File: src/rtl/token_readout_ctrl.sv
module token_readout_ctrl #(
  parameter int ID_W     = 8,
  parameter int BCID_W   = 12,
  parameter int CHARGE_W = 12,
  parameter int DEPTH    = 16,
  localparam int CNT_W   = $clog2(DEPTH + 1),
  localparam int ADDR_W  = $clog2(DEPTH),
  localparam int REC_W   = BCID_W + 2 + CHARGE_W
) (
  input  logic              clk,
  input  logic              rst_n,
  input  logic              token_in,
  input  logic [ID_W-1:0]   chip_id,
  input  logic [CNT_W-1:0]  ev_count,
  output logic [ADDR_W-1:0] ram_addr,
  input  logic [REC_W-1:0]  ram_rdata,
  output logic              sdata,
  output logic              tx_active,
  output logic              token_out,
  output logic              eor
);
  localparam int FRM_W = ID_W + REC_W;
  localparam int BIT_W = $clog2((FRM_W > CNT_W) ? FRM_W : CNT_W);

  typedef enum logic [1:0] {IDLE, HDR, EVT} st_t;

  st_t               st;
  logic [FRM_W-1:0]  shreg;
  logic [BIT_W-1:0]  bitcnt;
  logic [CNT_W-1:0]  left;
  logic [ADDR_W-1:0] ptr;
  logic [CNT_W-1:0]  cnt_in;

  assign cnt_in    = (ev_count > CNT_W'(DEPTH)) ? CNT_W'(DEPTH) : ev_count;
  assign tx_active = (st != IDLE);
  assign sdata     = tx_active & shreg[FRM_W-1];
  assign ram_addr  = ptr;

  always_ff @(posedge clk) begin
    if (!rst_n) begin
      st        <= IDLE;
      shreg     <= '0;
      bitcnt    <= '0;
      left      <= '0;
      ptr       <= '0;
      token_out <= 1'b0;
      eor       <= 1'b0;
    end else begin
      token_out <= 1'b0;
      case (st)
        IDLE: begin
          if (token_in) begin
            eor <= 1'b0;
            if (cnt_in == '0) begin
              token_out <= 1'b1;
              eor       <= 1'b1;
            end else begin
              st     <= HDR;
              shreg  <= {cnt_in, {(FRM_W-CNT_W){1'b0}}};
              bitcnt <= BIT_W'(CNT_W - 1);
              left   <= cnt_in;
            end
          end
        end
        default: begin
          if (bitcnt != '0) begin
            shreg  <= {shreg[FRM_W-2:0], 1'b0};
            bitcnt <= bitcnt - 1'b1;
          end else if (st == EVT && left == '0) begin
            st        <= IDLE;
            shreg     <= '0;
            ptr       <= '0;
            token_out <= 1'b1;
            eor       <= 1'b1;
          end else begin
            st     <= EVT;
            shreg  <= {chip_id, ram_rdata};
            bitcnt <= BIT_W'(FRM_W - 1);
            left   <= left - 1'b1;
            ptr    <= ptr + 1'b1;
          end
        end
      endcase
    end
  end
endmodule


File: config.mk
export PLATFORM = sky130hd
export DESIGN_NAME = token_readout_ctrl
export DESIGN_NICKNAME = d
export VERILOG_FILES = /design/src/rtl/token_readout_ctrl.sv
export SDC_FILE = /design/constraint.sdc
export NUM_CORES = 1
export LEC_CHECK = 0
export ABC_AREA = 1
export BUFFER_PORTS_ARGS = -buffer_cell sky130_fd_sc_hd__buf_4
export CAP_MARGIN = 20
export CORE_MARGIN = 5
export CORE_UTILIZATION = 55
export CTS_CLUSTER_SIZE = 8
export DETAILED_ROUTE_END_ITERATION = 16
export PLACE_DENSITY = 0.79
export SLEW_MARGIN = 20
export SYNTH_ARGS = -nofsm -noshare
export SYNTH_HDL_FRONTEND = slang
export SYNTH_SLANG_ARGS = --single-unit
File: constraint.sdc
create_clock -name clk -period 1.95 [get_ports clk]
set_input_delay 0.195 -clock clk [delete_from_list [all_inputs] [get_ports clk]]
set_output_delay 0.195 -clock clk [all_outputs]
set_load 0.02 [all_outputs]
==> metrics.md, run 1 <==
| Metric | Value |
|---|---|
| Pwr/cell area | between 1000 and 1500 nW/µm² |
| Seq cells post-synth | 53 |
| Area of the multi-input gates | between 1000 and 1500 µm² |
| Clock power frac | between 15 and 20% |
| Final setup skew | ~0.0052 ns |
| Drt first pass iters | 5 |
| Crit path launch | st[0] |
| Via count | between 2000 and 3000 |
| Sum Neg Setup Slack | 0 ns |
| Crit end category | flop |
| Vias per cell | 5.046 |
| Setup Viol. Count Final | 0 |
| Sw power | roughly 1700 µW |
| Vias in the first global route | roughly 2500 |
| Worst r2r dst | shreg[23] |
| R2R depth | 7 |
| GP Congestion | between 0.8 and 0.9 |
| First-pass GRT wire length | 10780 µm |
| Storage cell area | 1061 µm² |
| Slew @ Worst Pin | slightly above 0.4 ns |
| Die X | slightly above 80 µm |
| Library cells used by synthesis | 27 |
| Gate power share | 45.2% |
| Worst-Skew Late Latency | around 0.30 ns |
| Hold path endpoint | shreg[25] |
| Area growth syn-to-layout | 17.85% |
| Tightest Hold Check Type | in2reg |
| Met2 Track Usage GR | roughly a third |
| Max VDD drop | approximately 0.00056 V |
| # diodes | 0 |
| Final min period | between 1.5 and 2 ns |
| Clk buf depth | 2 |
| Share of layout cells above drive strength 1 | between 15 and 20% |
| RSZ-0062 raised after global routing | no |
| CTS Root Cell | clkbuf_8 |
| Fmax | between 500 and 600 MHz |
| Core area | approximately 4800 µm² |
| Critical Path AT | between 2 and 2.5 ns |
| Final hold vios | 0 |
| Fillers | 471 |
| Initial cell density of the core | between 50% and 60% |
| Worst r2r src | st[0] |
| Avg WL per Cell | 11.47 µm |
| Row Count | 25 |
| DR DRC count | 0 |
| Sw frac | about two fifths |
| Gr usage total | about a fifth |
| GR Util met1 | 25.85% |
| Final-stage net count | ~520 |
| Grt total ovfl | 0 |
| Slew Limit Fails | 0 |
| Seq/Total Area, Yosys | between 30% and 40% |
| GR Util met3 | between 3 and 4% |
| Buffers on Ports | 49 |
| TritonCTS clock tree | built |
| Reg-to-reg slack, setup | 0.16 ns |
| Worst EP required | approximately 2.2 ns |
| Synthesized area | 2783 µm² |
| DRT iter0 DRCs | 159 |
| CTS Buf Count | 5 |
| DP HPWL | ~4300 µm |
| Ys Warns | 0 |
| Largest net degree at the start of global routing | 46 |
| Avg Synthesized Cell Area | roughly 6.4 µm² |
| P_leak | 0.001599 µW |
| Sequential share of power | a little over a third |
| Max-cap viol count | 0 |
| CTS hold repair buffers | 0 |
| Hold_sp | ram_rdata[25] |
| H-tree levels | 2 |
| Final period util | 91.76% |
| Commonest non-fill, non-tap cell in the layout | nand2_1 |
| Io pins | 50 |
| Busiest layer in global routing | met2 |
| Internal power | roughly 2500 µW |
| Clk slew on worst S/H paths | approximately 0.090 ns |
| Clock sinks | 53 |
| Cells after synthesis | approximately 440 |
| Largest fanout on the critical path | 25 |
| Initial antenna violation count | 0 |
| Min-Delay Path Depth | 3 |
| Status | finished, final reports clean |
| Routed Antenna Nets | 0 |
| Mapped Nets | 480 |
| CP Class | reg2reg |
| Die Y | 81.13 µm |
| Commonest non-fill, non-tap cells in the layout | 139 x nand2_1, 55 x buf_4, 53 x inv_1, 53 x dfxtp_1, 48 x nor2_1 |
| Routed WL | 6253 µm |
| Post-CTS Setup Bufs | 0 |
| Max-slew headroom | between 70 and 80% |
| Critical Path Source Type | flop |
| Fin util | about two thirds |
| DIE AREA | 6582 µm² |
power groups by stage:
stage | Clock (µW) | Combinational (µW) | Sequential [µW]
2_1_floorplan | 0 | 1510 | 1520
3_3_place_gp | 0 | 1810 | 1530
3_5_place_dp | 0 | 1840 | 1540
4_1_cts | 789 | 1870 | 1520
5_1_grt | 832 | 2170 | 1550
6_report | 764 | 1890 | 1520
area by class of cell:
type	count	share of cell area (%)
clock buffer	7	2.633
clock inverter	1	0.9157
inverter	55	6.448
multi-input combinational	306	42.16
sequential	53	32.35
tap	67	2.556
timing repair buffer	56	12.93
cells by family after synthesis:
kind of cell             after synthesis  synth area share (%)
AND/OR/NAND/NOR                      218                 32.33
AO/OA/AOI/OAI                         81                 14.66
buffers and inverters                 76                 12.27
flip-flops                            53                 38.13
XOR/XNOR                               4                 1.259
adder cells (fa/ha/maj)                3                 1.349
worst max path at each step:
stage / cells past startpoint / to / slack (ns)
after global routing: 7 / shreg[23] / 0.01
after global placement: 8 / shreg[23] / 0.22
final: 7 / shreg[23] / 0.16
after floorplan: 10 / shreg[10] / 0.51
after detailed placement: 8 / shreg[16] / 0.15
after CTS: 8 / shreg[23] / 0.05
synthesized netlist by cell type:
| cell type | instances | area share [%] |
|---|---|---|
| buf_4 | 3 | 0.81 |
| or2_2 | 1 | 0.22 |
| ha_1 | 3 | 1.3 |
| inv_1 | 53 | 7.1 |
| nor2_1 | 48 | 6.5 |
| a21oi_1 | 42 | 7.6 |
| nand3_2 | 1 | 0.36 |
| o21ai_1 | 1 | 0.18 |
| clkinv_2 | 1 | 0.18 |
| o21ai_0 | 37 | 6.7 |
| nor2_2 | 1 | 0.22 |
| nand3_1 | 16 | 2.9 |
| clkbuf_1 | 7 | 0.94 |
| nor2_8 | 1 | 0.72 |
| xor2_1 | 3 | 0.94 |
| nand2_2 | 2 | 0.45 |
| nand4_1 | 4 | 0.90 |
| buf_2 | 5 | 0.90 |
| o21bai_1 | 1 | 0.27 |
| buf_1 | 1 | 0.13 |
| nand3b_1 | 3 | 0.81 |
| dfxtp_1 | 53 | 38 |
| nand2_4 | 1 | 0.40 |
| buf_6 | 5 | 2.0 |
| nand2_1 | 140 | 19 |
| xnor2_1 | 1 | 0.31 |
| inv_2 | 1 | 0.13 |
registers in the layout, summed over array words and instances (netlist names):
signal / flops
token_out: 1
bitcnt: 6
st: 2
left: 5
eor: 1
ram_addr: 4
shreg: 34
layer usage:
layer,up-vias,routed length [µm]
met3,13,336
li1,1429,-
met4,0,114
met5,-,0
met1,1232,2758
met2,76,3043
metrics by stage:
| step | setup slack [ns] | instances | hold slack, ns | area, µm² | total power (µW) |
|---|---|---|---|---|---|
| after floorplan | 0.5132 | 435 | 0.3377 | 2783 | 3029 |
| after global placement | 0.2216 | 537 | 0.4494 | 3156 | 3343 |
| after detailed placement | 0.1487 | 537 | 0.4616 | 3156 | 3380 |
| after CTS | 0.04912 | 545 | 0.1361 | 3272 | 4180 |
| after global routing | 0.01103 | 545 | 0.1350 | 3279 | 4551 |
| final | 0.1606 | 545 | 0.1474 | 3279 | 4172 |
critical path, stage by stage (launching register included):
cell and delay, ns:
dfxtp_1 0.37, inv_1 0.05, nand2_1 0.26, inv_2 0.18, nand2_2 0.24, buf_4 0.30
o21ai_0 0.14, a21oi_1 0.18
what timing repair did:
item	in CTS	in global routing
resized for setup	0	3
setup endpoints to repair	0	16
hold endpoints to repair	0	0
Note: power is estimated with default switching activity, not from simulation.
==> inputs of run 2 (changes only) <==
--- a/config.mk
+++ b/config.mk
@@ -6,7 +6,7 @@
 export NUM_CORES = 1
 export LEC_CHECK = 0
 export ABC_AREA = 1
-export BUFFER_PORTS_ARGS = -buffer_cell sky130_fd_sc_hd__buf_4
+export BUFFER_PORTS_ARGS = -buffer_cell sky130_fd_sc_hd__buf_2
 export CAP_MARGIN = 20
 export CORE_MARGIN = 5
 export CORE_UTILIZATION = 55
==> metrics.md, run 2 (same netlist as run 1, synthesis figures left out) <==
| Metric | Value |
|---|---|
| # diodes | 0 (unchanged) |
| Crit end category | flop |
| Max-slew headroom | 69.79% (-3.1 points) |
| Status | finished, final reports clean |
| Core area | 4817 µm² (unchanged) |
| Vias in the first global route | 2460 (-2.5%) |
| DIE AREA | 6582 µm² (unchanged) |
| Storage cell area | 1061 µm² (unchanged) |
| Fmax | 594.2 MHz (+6.3%) |
| Largest fanout on the critical path | 31 (+24%) |
| Slowest-stage cell, CP | dfxtp_1 |
| Critical Path AT | 1.92 ns (-0.09 ns) |
| CP cell instances | inv_1 > ha_1 > nand3_2 > nor2_8 > nand2_4 > inv_6 > nand2_1 > a21oi_1 |
| CTS Root Cell | clkbuf_8 |
| Tightest Hold Check Type | in2reg |
| Clk buf depth | 2 (unchanged) |
| RSZ-0062 raised after global routing | no |
| Fillers | 457 (-3.0%) |
| Drt first pass iters | 4 (-1) |
| Final setup skew | 0.009102 ns (+0.003884 ns) |
| Max VDD drop | 0.0005410 V (-4.0%) |
| Final period util | 86.30% (-5.5 points) |
| Clock sinks | 53 (unchanged) |
| Top cell family by delay on the critical path | simple AND/OR/NAND/NOR gates |
| CTS Buf Count | 5 (unchanged) |
| Share of layout cells above drive strength 1 | 15.66% (+0.39 points) |
| Die X | 81.13 µm (unchanged) |
| Fin util | 65.61% (-2.5 points) |
| Routed Antenna Nets | 0 (unchanged) |
| Sum Neg Setup Slack | 0 ns (unchanged) |
| Routed WL | 6094 µm (-2.5%) |
| Initial cell density of the core | 57.77% (unchanged) |
| Initial antenna violation count | 0 (unchanged) |
| Pwr/cell area | 1297 nW/µm² (+2.0%) |
| Via count | 2694 (-2.0%) |
| Die Y | 81.13 µm (unchanged) |
| GP Congestion | 0.9167 (+6.1%) |
| CP Class | reg2reg |
| P_leak | 0.001568 µW (-1.9%) |
| Worst EP required | 2.19 ns (about the same) |
| Slew @ Worst Pin | 0.4531 ns (+0.04584 ns) |
| Area growth syn-to-layout | 13.58% |
| Clk slew on worst S/H paths | 0.10 ns (about the same) |
| Crit path largest cell delay | 0.32 ns (-0.05 ns) |
| Largest net degree at the start of global routing | 36 (-22%) |
| Gr usage total | 19.78% (-0.67 points) |
| CTS hold repair buffers | 0 (unchanged) |
| Max FFs per register | 34 (unchanged) |
| WP buf/inv | 2 (-1) |
| DR DRC count | 0 (unchanged) |
| Buffers on Ports | 49 (unchanged) |
| Area of the multi-input gates | 1383 µm² (unchanged) |
| H-tree levels | 2 (unchanged) |
| Setup Viol. Count Final | 0 (unchanged) |
| Row Count | 25 (unchanged) |
| Grt total ovfl | 0 (unchanged) |
| Vias per cell | 4.934 (-2.2%) |
| Commonest non-fill, non-tap cells in the layout | 139 x nand2_1, 53 x inv_1, 53 x dfxtp_1, 49 x buf_2, 48 x nor2_1 |
| Worst-Skew Late Latency | 0.31 ns (about the same) |
| Critical Path Source Type | flop |
| TritonCTS clock tree | built |
| Avg WL per Cell | 11.16 µm (-2.7%) |
| Io pins | 50 (unchanged) |
| Final hold vios | 0 (unchanged) |
| Commonest non-fill, non-tap cell in the layout | nand2_1 |
| Biggest regs | shreg (34), bitcnt (6), left (5) |
| Slew Limit Fails | 0 (unchanged) |
| Final-stage net count | 523 (+0.19%) |
| DP HPWL | 4374 µm (+1.5%) |
| First-pass GRT wire length | 10540 µm (-2.2%) |
| Final min period | 1.683 ns (-0.1065 ns) |
| Reg with most FFs | shreg |
| DRT iter0 DRCs | 237 (+49%) |
| Max-cap viol count | 0 (unchanged) |
## run 2: final timing paths
| path | from | endpoint | slack, ns | cells after the start |
|---|---|---|---|---|
| hold reg to reg | st[1] | st[1] | 0.47 | 2 |
| hold / removal | ram_rdata[25] | shreg[25] | 0.12 | 3 |
| setup / recovery | bitcnt[0] | shreg[12] | 0.27 | 8 |
| setup reg to reg | bitcnt[0] | shreg[12] | 0.27 | 8 |
## run 2: per-layer routing
| layer | up-vias | part of all wire (%) | GRT usage [%] |
|---|---|---|---|
| met5 | - | 0 | 0 |
| met2 | 64 | 48 | 32.76 |
| met4 | 0 | 1.5 | 5.912 |
| met3 | 10 | 3.8 | 3.769 |
| li1 | 1433 | - | - |
| met1 | 1187 | 47 | 26.10 |
## run 2: area by class of cell
type	count	area share, %
clock inverter	3	1.386
sequential	53	33.57
tap	67	2.652
timing repair buffer	57	9.778
clock buffer	5	2.177
multi-input combinational	306	43.75
inverter	55	6.690
## run 2: worst register-to-register path, cell delays in order, from the launching register on
cell     delay (ns)
dfxtp_1        0.32
inv_1          0.10
ha_1           0.23
nand3_2        0.23
nor2_8         0.18
nand2_4        0.10
inv_6          0.20
nand2_1        0.09
a21oi_1        0.16
## run 2: power breakdown
part,switching [µW],internal (µW),total (µW)
Clock,369,385,754
Sequential,162,1360,1520
Combinational,1190,632,1830
Total,1730,2370,4100
## run 2: metrics by stage
step                      instances  area, µm²  setup slack (ns)  hold slack (ns)  total power (µW)
after floorplan                 435       2783            0.5132           0.3377              3029
after global placement          538       3040            0.2164           0.4462              3296
after detailed placement        538       3040            0.1537           0.4569              3342
after CTS                       546       3153            0.1336           0.1205              4100
after global routing            546       3161           0.06336           0.1247              4465
final                           546       3161            0.2671           0.1240              4100
## run 2: timing repair
item                       4_1_cts  5_1_grt
setup endpoints to repair        0       29
resized for setup                0        3
hold endpoints to repair         0        0
buffers inserted                 0        0
